$ cat src/rtl/evmon_pkg.sv
package evmon_pkg;
    localparam int ADDR_W = 8;
    localparam int DATA_W = 64;
    localparam int EVT_W  = 8;
    localparam int PORT_W = 5;
    localparam int FUNC_W = 8;
    localparam int SUB_W  = 16;

    // Selection-word field positions (decoded by software tooling)
    localparam int EVT_LSB  = 0;
    localparam int PORT_LSB = 8;
    localparam int FUNC_LSB = 16;
    localparam int SUB_LSB  = 32;

    // Region code in reg_addr[7:6], slot in reg_addr[5:3]
    localparam logic [1:0] RGN_GLOBAL = 2'b00;
    localparam logic [1:0] RGN_SELECT = 2'b01;
    localparam logic [1:0] RGN_COUNT  = 2'b10;

    localparam logic [2:0] SLOT_RUN   = 3'd0;
    localparam logic [2:0] SLOT_STAT  = 3'd1;
    localparam logic [2:0] SLOT_CLEAR = 3'd2;
    localparam logic [2:0] SLOT_MASK  = 3'd3;
    localparam logic [2:0] SLOT_PMAP  = 3'd4;

    typedef struct packed {
        logic [SUB_W-1:0]  sub;
        logic [FUNC_W-1:0] func;
        logic [PORT_W-1:0] port;
        logic [EVT_W-1:0]  code;
    } sel_t;

    function automatic sel_t sel_unpack(input logic [DATA_W-1:0] w);
        sel_t s;
        s.code = w[EVT_LSB  +: EVT_W];
        s.port = w[PORT_LSB +: PORT_W];
        s.func = w[FUNC_LSB +: FUNC_W];
        s.sub  = w[SUB_LSB  +: SUB_W];
        return s;
    endfunction

    function automatic logic [DATA_W-1:0] sel_pack(input sel_t s);
        logic [DATA_W-1:0] w;
        w = '0;
        w[EVT_LSB  +: EVT_W]  = s.code;
        w[PORT_LSB +: PORT_W] = s.port;
        w[FUNC_LSB +: FUNC_W] = s.func;
        w[SUB_LSB  +: SUB_W]  = s.sub;
        return w;
    endfunction
endpackage

$ cat src/rtl/evmon_filter.sv
module evmon_filter
    import evmon_pkg::*;
(
    input  logic              run,
    input  sel_t              sel,
    input  logic              ev_valid,
    input  logic [EVT_W-1:0]  ev_code,
    input  logic [SUB_W-1:0]  ev_sub,
    input  logic [PORT_W-1:0] ev_port,
    input  logic [FUNC_W-1:0] ev_func,
    output logic              hit
);
    logic armed;
    logic fields_eq;

    always_comb begin
        armed     = run && ev_valid && (sel != '0);
        fields_eq = (sel.code == ev_code) && (sel.sub == ev_sub) &&
                    (sel.port == ev_port) && (sel.func == ev_func);
        hit       = armed && fields_eq;
    end
endmodule

$ cat src/rtl/evmon_counter.sv
module evmon_counter #(
    parameter int CNT_W = 48,
    parameter int INC_W = 16
) (
    input  logic             clk,
    input  logic             rst_n,
    input  logic             load,
    input  logic [CNT_W-1:0] load_val,
    input  logic             add,
    input  logic [INC_W-1:0] add_val,
    output logic [CNT_W-1:0] value,
    output logic             wrap
);
    localparam int PAD_W = CNT_W + 1 - INC_W;

    typedef struct packed {
        logic [CNT_W-1:0] cnt;
    } cnt_state_t;

    cnt_state_t cnt_d, cnt_q;
    logic [CNT_W:0] sum;

    always_comb begin
        sum   = {1'b0, cnt_q.cnt} + {{PAD_W{1'b0}}, add_val};
        cnt_d = cnt_q;
        wrap  = 1'b0;
        if (load) begin
            cnt_d.cnt = load_val;
        end else if (add) begin
            cnt_d.cnt = sum[CNT_W-1:0];
            wrap      = sum[CNT_W];
        end
    end

    always_ff @(posedge clk) begin
        if (!rst_n) cnt_q <= '0;
        else        cnt_q <= cnt_d;
    end

    assign value = cnt_q.cnt;
endmodule

$ cat src/rtl/rc_evmon.sv
module rc_evmon
    import evmon_pkg::*;
#(
    parameter int          N_CNT    = 4,
    parameter int          CNT_W    = 48,
    parameter int          INC_W    = 16,
    parameter int          N_PORTS  = 20,
    parameter logic [31:0] PORT_MAP = 32'h000F_00FF
) (
    input  logic              clk,
    input  logic              rst_n,
    input  logic              reg_wr,
    input  logic [ADDR_W-1:0] reg_addr,
    input  logic [DATA_W-1:0] reg_wdata,
    output logic [DATA_W-1:0] reg_rdata,
    input  logic              ev_valid,
    input  logic [EVT_W-1:0]  ev_code,
    input  logic [SUB_W-1:0]  ev_sub,
    input  logic [PORT_W-1:0] ev_port,
    input  logic [FUNC_W-1:0] ev_func,
    input  logic [INC_W-1:0]  ev_inc,
    output logic              irq
);
    localparam int          IDX_W     = $clog2(N_CNT);
    localparam logic [31:0] PORT_MASK = (N_PORTS >= 32) ? 32'hFFFF_FFFF
                                        : ((32'd1 << N_PORTS) - 32'd1);
    localparam logic [31:0] MAP_SEEN  = PORT_MAP & PORT_MASK;

    typedef struct packed {
        logic                 run;
        logic [N_CNT-1:0]     mask;
        logic [N_CNT-1:0]     status;
        sel_t [N_CNT-1:0]     sel;
    } bank_t;

    bank_t state_d, state_q;

    logic [1:0]            region;
    logic [2:0]            slot;
    logic                  aligned;
    logic                  slot_ok;
    logic [IDX_W-1:0]      idx;
    logic                  wr_global;
    logic                  wr_select;
    logic [N_CNT-1:0]      clr_bits;
    logic [N_CNT-1:0]      load_vec;
    logic [N_CNT-1:0]      hit_vec;
    logic [N_CNT-1:0]      wrap_vec;
    logic [N_CNT-1:0][CNT_W-1:0] cnt_val;
    logic                  unused_wdata;

    // Address decode
    always_comb begin
        region    = reg_addr[7:6];
        slot      = reg_addr[5:3];
        aligned   = (reg_addr[2:0] == 3'd0);
        slot_ok   = ({29'd0, slot} < N_CNT);
        idx       = slot[IDX_W-1:0];
        wr_global = reg_wr && aligned && (region == RGN_GLOBAL);
        wr_select = reg_wr && aligned && (region == RGN_SELECT) && slot_ok;
        clr_bits  = (wr_global && slot == SLOT_CLEAR) ? reg_wdata[N_CNT-1:0] : '0;
    end

    assign unused_wdata = ^reg_wdata[DATA_W-1:CNT_W];

    // Per-counter filter and counter
    for (genvar i = 0; i < N_CNT; i++) begin : g_lane
        assign load_vec[i] = reg_wr && aligned && (region == RGN_COUNT) &&
                             (slot == 3'(i));

        evmon_filter u_filter (
            .run      (state_q.run),
            .sel      (state_q.sel[i]),
            .ev_valid (ev_valid),
            .ev_code  (ev_code),
            .ev_sub   (ev_sub),
            .ev_port  (ev_port),
            .ev_func  (ev_func),
            .hit      (hit_vec[i])
        );

        evmon_counter #(
            .CNT_W (CNT_W),
            .INC_W (INC_W)
        ) u_counter (
            .clk      (clk),
            .rst_n    (rst_n),
            .load     (load_vec[i]),
            .load_val (reg_wdata[CNT_W-1:0]),
            .add      (hit_vec[i]),
            .add_val  (ev_inc),
            .value    (cnt_val[i]),
            .wrap     (wrap_vec[i])
        );
    end

    // Next-state for configuration and status
    always_comb begin
        state_d = state_q;
        if (wr_global) begin
            case (slot)
                SLOT_RUN:  state_d.run  = reg_wdata[0];
                SLOT_MASK: state_d.mask = reg_wdata[N_CNT-1:0];
                default:   ;
            endcase
        end
        if (wr_select) begin
            state_d.sel[idx] = sel_unpack(reg_wdata);
        end
        // A wrap in the same cycle as its clear wins
        state_d.status = (state_q.status & ~clr_bits) | wrap_vec;
    end

    always_ff @(posedge clk) begin
        if (!rst_n) begin
            state_q      <= '0;
            state_q.mask <= '1;
        end else begin
            state_q <= state_d;
        end
    end

    // Register read mux
    always_comb begin
        reg_rdata = '0;
        if (aligned) begin
            case (region)
                RGN_GLOBAL: begin
                    case (slot)
                        SLOT_RUN:  reg_rdata[0]       = state_q.run;
                        SLOT_STAT: reg_rdata[N_CNT-1:0] = state_q.status;
                        SLOT_MASK: reg_rdata[N_CNT-1:0] = state_q.mask;
                        SLOT_PMAP: reg_rdata[31:0]    = MAP_SEEN;
                        default:   ;
                    endcase
                end
                RGN_SELECT: if (slot_ok) reg_rdata = sel_pack(state_q.sel[idx]);
                RGN_COUNT:  if (slot_ok) reg_rdata[CNT_W-1:0] = cnt_val[idx];
                default:    ;
            endcase
        end
    end

    assign irq = |(state_q.status & ~state_q.mask);
endmodule

$ cat config.mk
export PLATFORM = sky130hd
export DESIGN_NAME = rc_evmon
export DESIGN_NICKNAME = d
export VERILOG_FILES = /design/src/rtl/evmon_pkg.sv /design/src/rtl/evmon_filter.sv /design/src/rtl/evmon_counter.sv /design/src/rtl/rc_evmon.sv
export SDC_FILE = /design/constraint.sdc
export NUM_CORES = 1
export LEC_CHECK = 0
export ABC_CLOCK_PERIOD_IN_PS = 3600
export BUFFER_PORTS_ARGS = -buffer_cell sky130_fd_sc_hd__buf_2
export CORE_MARGIN = 2
export CORE_UTILIZATION = 55
export DETAILED_ROUTE_END_ITERATION = 8
export PLACE_DENSITY = 0.74
export RECOVER_POWER = 25
export SYNTH_ARGS = -nofsm -noshare
export SYNTH_HDL_FRONTEND = slang
export SYNTH_SLANG_ARGS = --single-unit
$ cat constraint.sdc
create_clock -name clk -period 3.6 [get_ports clk]
set_input_delay 0.36 -clock clk [delete_from_list [all_inputs] [get_ports clk]]
set_output_delay 0.36 -clock clk [all_outputs]
set_load 0.01 [all_outputs]
==> results of run 1 <==
## critical path, delay by kind of cell, from the launching register on
| family | cells | cell delay (ns) |
|---|---|---|
| buf+inv | 3 | 0.62 |
| compound gates | 2 | 0.85 |
| flops | 1 | 0.36 |
| simple gates | 6 | 1.53 |
## power by group
group,internal (mW),total [mW],switching (mW)
Combinational,0.255,0.858,0.603
Sequential,3.87,3.89,0.0185
Clock,2.57,4.36,1.80
## area by class of cell
| type | instances | area, µm² | area share |
|---|---|---|---|
| antenna | 1 | 2.502 | 0.00009282 |
| clock buffer | 55 | 1169 | 0.04335 |
| clock inverter | 16 | 197.7 | 0.007333 |
| inverter | 56 | 214.0 | 0.007936 |
| multi-input combinational | 2397 | 15930 | 0.5909 |
| sequential | 349 | 6987 | 0.2592 |
| tap | 585 | 732.0 | 0.02715 |
| timing repair buffer | 269 | 1727 | 0.06405 |
## sequential cells by signal (all words and copies together) (netlist names)
signal and flops:
g_lane.u_counter.value 192, state_q 157
## synth_stat cells (all sizes together) (16+ instances only)
master  count  area (µm²)
a211oi     39       292.8
xor2      145        1270
nand2b     22       137.6
nand4      77       488.0
inv        56       210.2
a21o       28       210.2
nor2      180       675.7
o31ai      16       125.1
nor2b      39       244.0
nand3      99       495.5
buf        44       260.3
o21ai     167       835.8
mux2i      32       320.3
a31oi      42       262.8
and3       44       275.3
or3        30       187.7
or4        18       135.1
nor3       78       395.4
a311oi     28       245.2
clkbuf    178       671.9
nor4      110       734.5
ha         68       850.8
mux4       85        1914
xnor2      80       700.7
and2       21       131.4
a22oi      28       210.2
dfxtp     349        6987
a21oi     297        1486
nand2     440        1652
## per-layer routing
metal / GRT usage / vias up / wire [µm]
li1: - / 11280 / -
met5: 0 / - / 18
met4: 0.1977 / 2 / 5048
met3: 0.09468 / 280 / 13480
met1: 0.6268 / 12200 / 40530
met2: 0.6383 / 1849 / 42060
## worst min-delay path by stage
stage | depth (start not counted) | endpoint | slack, ns
after detailed placement | 2 | state_q[148] | 0.47
after CTS | 3 | g_lane[2].u_counter.value[26] | 0.13
after global routing | 3 | state_q[127] | 0.15
after global placement | 2 | state_q[148] | 0.46
final | 3 | g_lane[2].u_counter.value[26] | 0.14
after floorplan | 2 | state_q[148] | 0.43
## kinds of logic after synthesis
kind of cell | share of synthesized area
muxes | 0.09530
other | 0.0001568
adders and majority gates | 0.03892
and+or+nand+nor | 0.2511
buffers and inverters | 0.04776
xor gates and xnor gates | 0.08238
DFF | 0.2921
AOI/OAI and AO/OA | 0.1923
## stage by stage
step,hold slack [ns],cell area [µm²],power (mW),worst slack (ns),instances
2_1_floorplan,0.4319,23980,4.437,0.7497,3024
3_3_place_gp,0.4613,25600,4.785,0.09749,3656
3_5_place_dp,0.4701,25600,4.795,0.07622,3656
4_1_cts,0.1270,26960,9.069,0.1829,3727
5_1_grt,0.1549,26960,9.279,0.05495,3728
6_report,0.1408,26960,9.114,0.1681,3728
## what timing repair did
| item | in CTS | in global routing |
|---|---|---|
| setup endpoints to repair | 0 | 5 |
| buffers inserted | 0 | 0 |
| gates resized for setup | 0 | 1 |
| hold buffers | 0 | 0 |
==> summary.md, run 1 <==
| Metric | Value |
|---|---|
| Status | `complete, but fails checks` |
| Failing checks | `capacitance limit, slew limit` |
| Worst setup path end | `g_lane[3].u_counter.value[37]` |
| Final wirelength | `just over 100,000 µm` |
| Drt wl/cell | `27.13 µm` |
| GRT overflow | `0` |
| FP Rows | `76` |
| CTS tree | `done` |
| Arrival time worst endpoint | `3.93 ns` |
| Most common cell after layout, fill and taps aside | `nand2_1` |
| Post-synth EDFFs | `0` |
| Via count | `25,610` |
| Startpoint Class | `register` |
| Pin count of the biggest net entering global routing | `89` |
| Worst min-delay path class | `in -> reg` |
| Fill cells | `3,834` |
| Slowest cell on crit path | `nor4_1` |
| Area Growth Syn to Fin | `12.70%` |
| Syn Inst Count | `around 3,000` |
| Initial antenna violation count | `2` |
| H-tree Lvls | `2` |
| Clock Tree Root | `clkbuf_16` |
| CTS Buf Count | `slightly above 40` |
| GP Congestion | `1.075` |
| Setup Skew | `0.02190 ns` |
| Share of cells above drive strength 1 | `0.1454` |
| Initial Utilization | `0.5565` |
| Fmax achieved | `about 290 MHz` |
| Leakage | `roughly 10 nW` |
| Main flop type after synthesis | `dfxtp_1` |
| CP Cell Sequence | `nor4_1, nand4_1, nor3_1, nor4_2, buf_4, o21ai_1, buf_4, nand2_1, buf_12, a2111o_1, nand3_1` |
| I/O Pins | `between 150 and 200` |
| First-pass GRT wire length | `148,100 µm` |
| Final antenna-violating net count | `0` |
| Post-synth ARST share | `0` |
| Req. time, crit path | `just over 4 ns` |
| Number of synthesized register bits | `349` |
| FF-to-FF path depth | `11` |
| Kind of critical path | `reg -> reg` |
| Setup TNS | `0 ns` |
| PortBufs | `161` |
| Nature of the critical path endpoint | `register` |
| Synth Warn # | `0` |
| Synth unique cells | `83` |
| Worst setup path start | `state_q[140]` |
| FF-to-FF End | `g_lane[3].u_counter.value[37]` |
| Post-Syn Area | `0.02392 mm²` |
| Die Wd | `212.5 µm` |
| Fin. Hold Viols | `0` |
| Core Area | `0.04298 mm²` |
| Final Slew Violations | `79` |
| Crit share post-route | `0.9533` |
| Clock sinks | `349` |
| DRC | `0` |
| Clock Pin Slew Worst Setup and Hold Paths | `about 0.06 ns` |
| Clock latency on the worst-skew pair | `0.57 ns` |
| Iter 0 DRT Violations | `4,011` |
| Sequential share of the synthesized area | `0.2921` |
| Commonest cells after routing, fill and taps aside | `nand2_1, dfxtp_1, a21oi_1, nor2_1, o21ai_0` |
| Max stage delay on crit path | `0.48 ns` |
| R2R Path Start | `state_q[140]` |
| Flop2flop setup slack | `between 0.15 and 0.2 ns` |
| GRT Overall Usage | `0.4405` |
| Fin crit period | `3.432 ns` |
| DIE AREA | `0.04518 mm²` |
| Synthesized area per cell | `7.950 µm²` |
| Worst path most repeated cell | `buf_4` |
| Final core utilization | `0.6272` |
| Rel. slew slack | `-0.1475` |
| Maximum vdd ir drop | `0.3451 mV` |
| Vias per std cell | `6.870` |
| Slew @ Worst Pin | `1.721 ns` |
| Final setup viols | `0` |
| Die span in y | `212.5 µm` |
| Worst-path fanout max | `13` |
| Total iterations of the first detailed-routing run | `6` |
| Max Cap Viol | `1` |
| RSZ-0062 raised after global routing | `false` |
| # nets final | `3,315` |
| Pwr per Cell Area | `338.1 mW/mm²` |
| Vias in the first global route | `23,360` |
| Clk buf depth | `3` |
| Hold path startpoint | `reg_wdata[26]` |
| Post-DP HPWL | `approximately 75,000 µm` |
Power figures use the tool's default switching activity.
==> inputs of run 2 (changes only) <==
--- a/config.mk
+++ b/config.mk
@@ -5,12 +5,12 @@
 export SDC_FILE = /design/constraint.sdc
 export NUM_CORES = 1
 export LEC_CHECK = 0
-export ABC_CLOCK_PERIOD_IN_PS = 3600
+export ABC_CLOCK_PERIOD_IN_PS = 2800
 export BUFFER_PORTS_ARGS = -buffer_cell sky130_fd_sc_hd__buf_2
 export CORE_MARGIN = 2
 export CORE_UTILIZATION = 55
 export DETAILED_ROUTE_END_ITERATION = 8
-export PLACE_DENSITY = 0.74
+export PLACE_DENSITY = 0.77
 export RECOVER_POWER = 25
 export SYNTH_ARGS = -nofsm -noshare
 export SYNTH_HDL_FRONTEND = slang
==> constraint.sdc (replaced) <==
create_clock -name clk -period 2.8 [get_ports clk]
set_input_delay 0.28 -clock clk [delete_from_list [all_inputs] [get_ports clk]]
set_output_delay 0.28 -clock clk [all_outputs]
set_load 0.01 [all_outputs]
==> summary.md, run 2 (synthesis gave the netlist of run 1 again) <==
| Metric | Value |
|---|---|
| Initial antenna violation count | `5` |
| Clock Tree Root | `clkbuf_16` |
| Flop2flop setup slack | `-0.33 ns` |
| Share of cells above drive strength 1 | `0.3059` |
| P_sw | `3.371 mW` |
| Most common cell after layout, fill and taps aside | `buf_4` |
| Fmax achieved | `roughly 320 MHz` |
| Clock latency on the worst-skew pair | `0.62 ns` |
| Final wirelength | `113,700 µm` |
| Final setup viols | `60` |
| Switching power share of the total | `0.2786` |
| Die span in y | `about 210 µm` |
| Hold-fix buffers, CTS | `0` |
| Worst-path fanout max | `7` |
| Drt wl/cell | `27.35 µm` |
| Cell area after layout | `0.03201 mm²` |
| FF-to-FF path depth | `12` |
| Vias per std cell | `6.842` |
| Hold path startpoint | `reg_wdata[28]` |
| Kind of critical path | `reg -> reg` |
| H-tree Lvls | `2` |
| Max FFs per register | `192` |
| R2R Path Start | `state_q[27]` |
| Failing checks | `DRC, setup timing` |
| DRC | `2` |
| Clock sinks | `349` |
| DIE AREA | `approximately 0.045 mm²` |
| Total power | `around 12 mW` |
| Via count | `28,430` |
| Crit share post-route | `1.118` |
| Dpl cell area | `~0.029 mm²` |
| Worst min-delay path class | `in -> reg` |
| WHS Path Cells | `3` |
| DP Cell Count | `4,033` |
| Maximum vdd ir drop | `~0.45 mV` |
| GRT overflow | `0` |
| Fin. Hold Viols | `0` |
| Area Growth Syn to Fin | `33.84%` |
| Power share of the clock group | `0.473` |
| Combinational power share | `0.114` |
| CP Cell Sequence | `buf_6, nor2b_4, nor4_1, and4_1, nand4_1, buf_4, or2_4, buf_6, or4_4, buf_6, or4_1, a31oi_1` |
| Setup TNS | `-6.748 ns` |
| Fin crit period | `3.130 ns` |
| Initial Utilization | `0.5565` |
| CTS Buf Count | `42` |
| Slew @ Worst Pin | `1.158 ns` |
| Pin count of the biggest net entering global routing | `98` |
| Reg power frac | `0.412` |
| FF-to-FF End | `g_lane[0].u_counter.value[27]` |
| Rel. slew slack | `0.2281` |
| Leakage | `12.75 nW` |
| Max Cap Viol | `0` |
| Core Area | `0.04298 mm²` |
| Iter 0 DRT Violations | `4,449` |
| Die Wd | `212.5 µm` |
| Clk buf depth | `3` |
| Clock Pin Slew Worst Setup and Hold Paths | `0.07 ns` |
| PortBufs | `around 160` |
| FP Rows | `76` |
| Endpoint, Worst Hold | `g_lane[2].u_counter.value[28]` |
| Arrival time worst endpoint | `around 3.7 ns` |
| Final worst-path setup slack | `-0.3302 ns` |
| Slowest cell on crit path | `or4_1` |
| First-pass GRT wire length | `163,200 µm` |
| I/O Pins | `about 190` |
| Post-DP HPWL | `around 83,000 µm` |
| Commonest cells after routing, fill and taps aside | `buf_4, nand2_1, dfxtp_1, a21oi_1, nor2_1` |
| # nets final | `3,738` |
| Pwr per Cell Area | `378.0 mW/mm²` |
| Setup Skew | `0.03755 ns` |
| Final core utilization | `0.7448` |
| Fill cells | `3,194` |
| Hold WS | `0.01503 ns` |
| GRT Overall Usage | `0.4853` |
| Nature of the critical path endpoint | `register` |
| Dpl ws | `-0.6954 ns` |
| Startpoint Class | `register` |
| Final antenna-violating net count | `0` |
| Internal Power | `between 8 and 9 mW` |
| Worst path most repeated cell | `buf_6` |
| CTS tree | `done` |
| RSZ-0062 raised after global routing | `true` |
| Total iterations of the first detailed-routing run | `8` |
| Vias in the first global route | `between 20,000 and 30,000` |
| Req. time, crit path | `3.35 ns` |
| GP Congestion | `1.111` |
| Max stage delay on crit path | `roughly 0.50 ns` |
| Final Slew Violations | `0` |
| Final cell count without fillers | `4,156` |
| Status | `complete, but fails checks` |
[run 2: final cells by class]
type	instances	area [µm²]	area share
clock buffers	63	1240	0.03873
multi-input cells	2397	17290	0.5400
well taps	585	732.0	0.02286
flip-flops and latches	349	7078	0.2211
diodes	1	2.502	0.00007816
repair buffers	691	5288	0.1652
inverters	56	215.2	0.006722
clock inverters	14	170.2	0.005315
[run 2: how the worst max path moves through the flow]
stage,depth (start not counted),from,endpoint,slack [ns]
floorplan,11,g_lane[0].u_counter.value[0],g_lane[0].u_counter.value[24],0.02
global route,11,state_q[9],g_lane[0].u_counter.value[27],-0.33
detailed placement,14,ev_inc[0],g_lane[3].u_counter.value[38],-0.70
finish,12,state_q[27],g_lane[0].u_counter.value[27],-0.33
CTS,11,state_q[12],g_lane[0].u_counter.value[25],-0.27
global placement,14,ev_inc[0],g_lane[3].u_counter.value[38],-0.64
[run 2: power by group through the flow]
stage,Combinational (mW),Sequential [mW],Clock [mW]
floorplan,0.600,5.10,0
global placement,1.24,5.11,0
detailed placement,1.25,5.11,0
CTS,1.29,5.00,5.67
global route,1.43,4.99,5.91
finish,1.38,4.99,5.73
[run 2: worst max-delay path: cells and delay by family (launching register included)]
family	cells	cell delay, ns
flops	1	0.33
compound gates	1	0.17
simple gates	7	1.96
buf+inv	4	0.62
[run 2: repair_timing]
action,in CTS,in global routing
resized for setup,176,181
pin swaps,55,113
gates cloned,3,2
hold endpoints to repair,0,0
setup buffers,24,25
endpoints found under the setup margin,125,127
[run 2: metal layers]
metal | vias up | wire length, µm | track usage
met5 | - | 23 | 0
met4 | 4 | 8849 | 0.2790
met3 | 575 | 17050 | 0.1226
met2 | 2412 | 46520 | 0.7094
met1 | 13320 | 41210 | 0.6501
li1 | 12120 | - | -
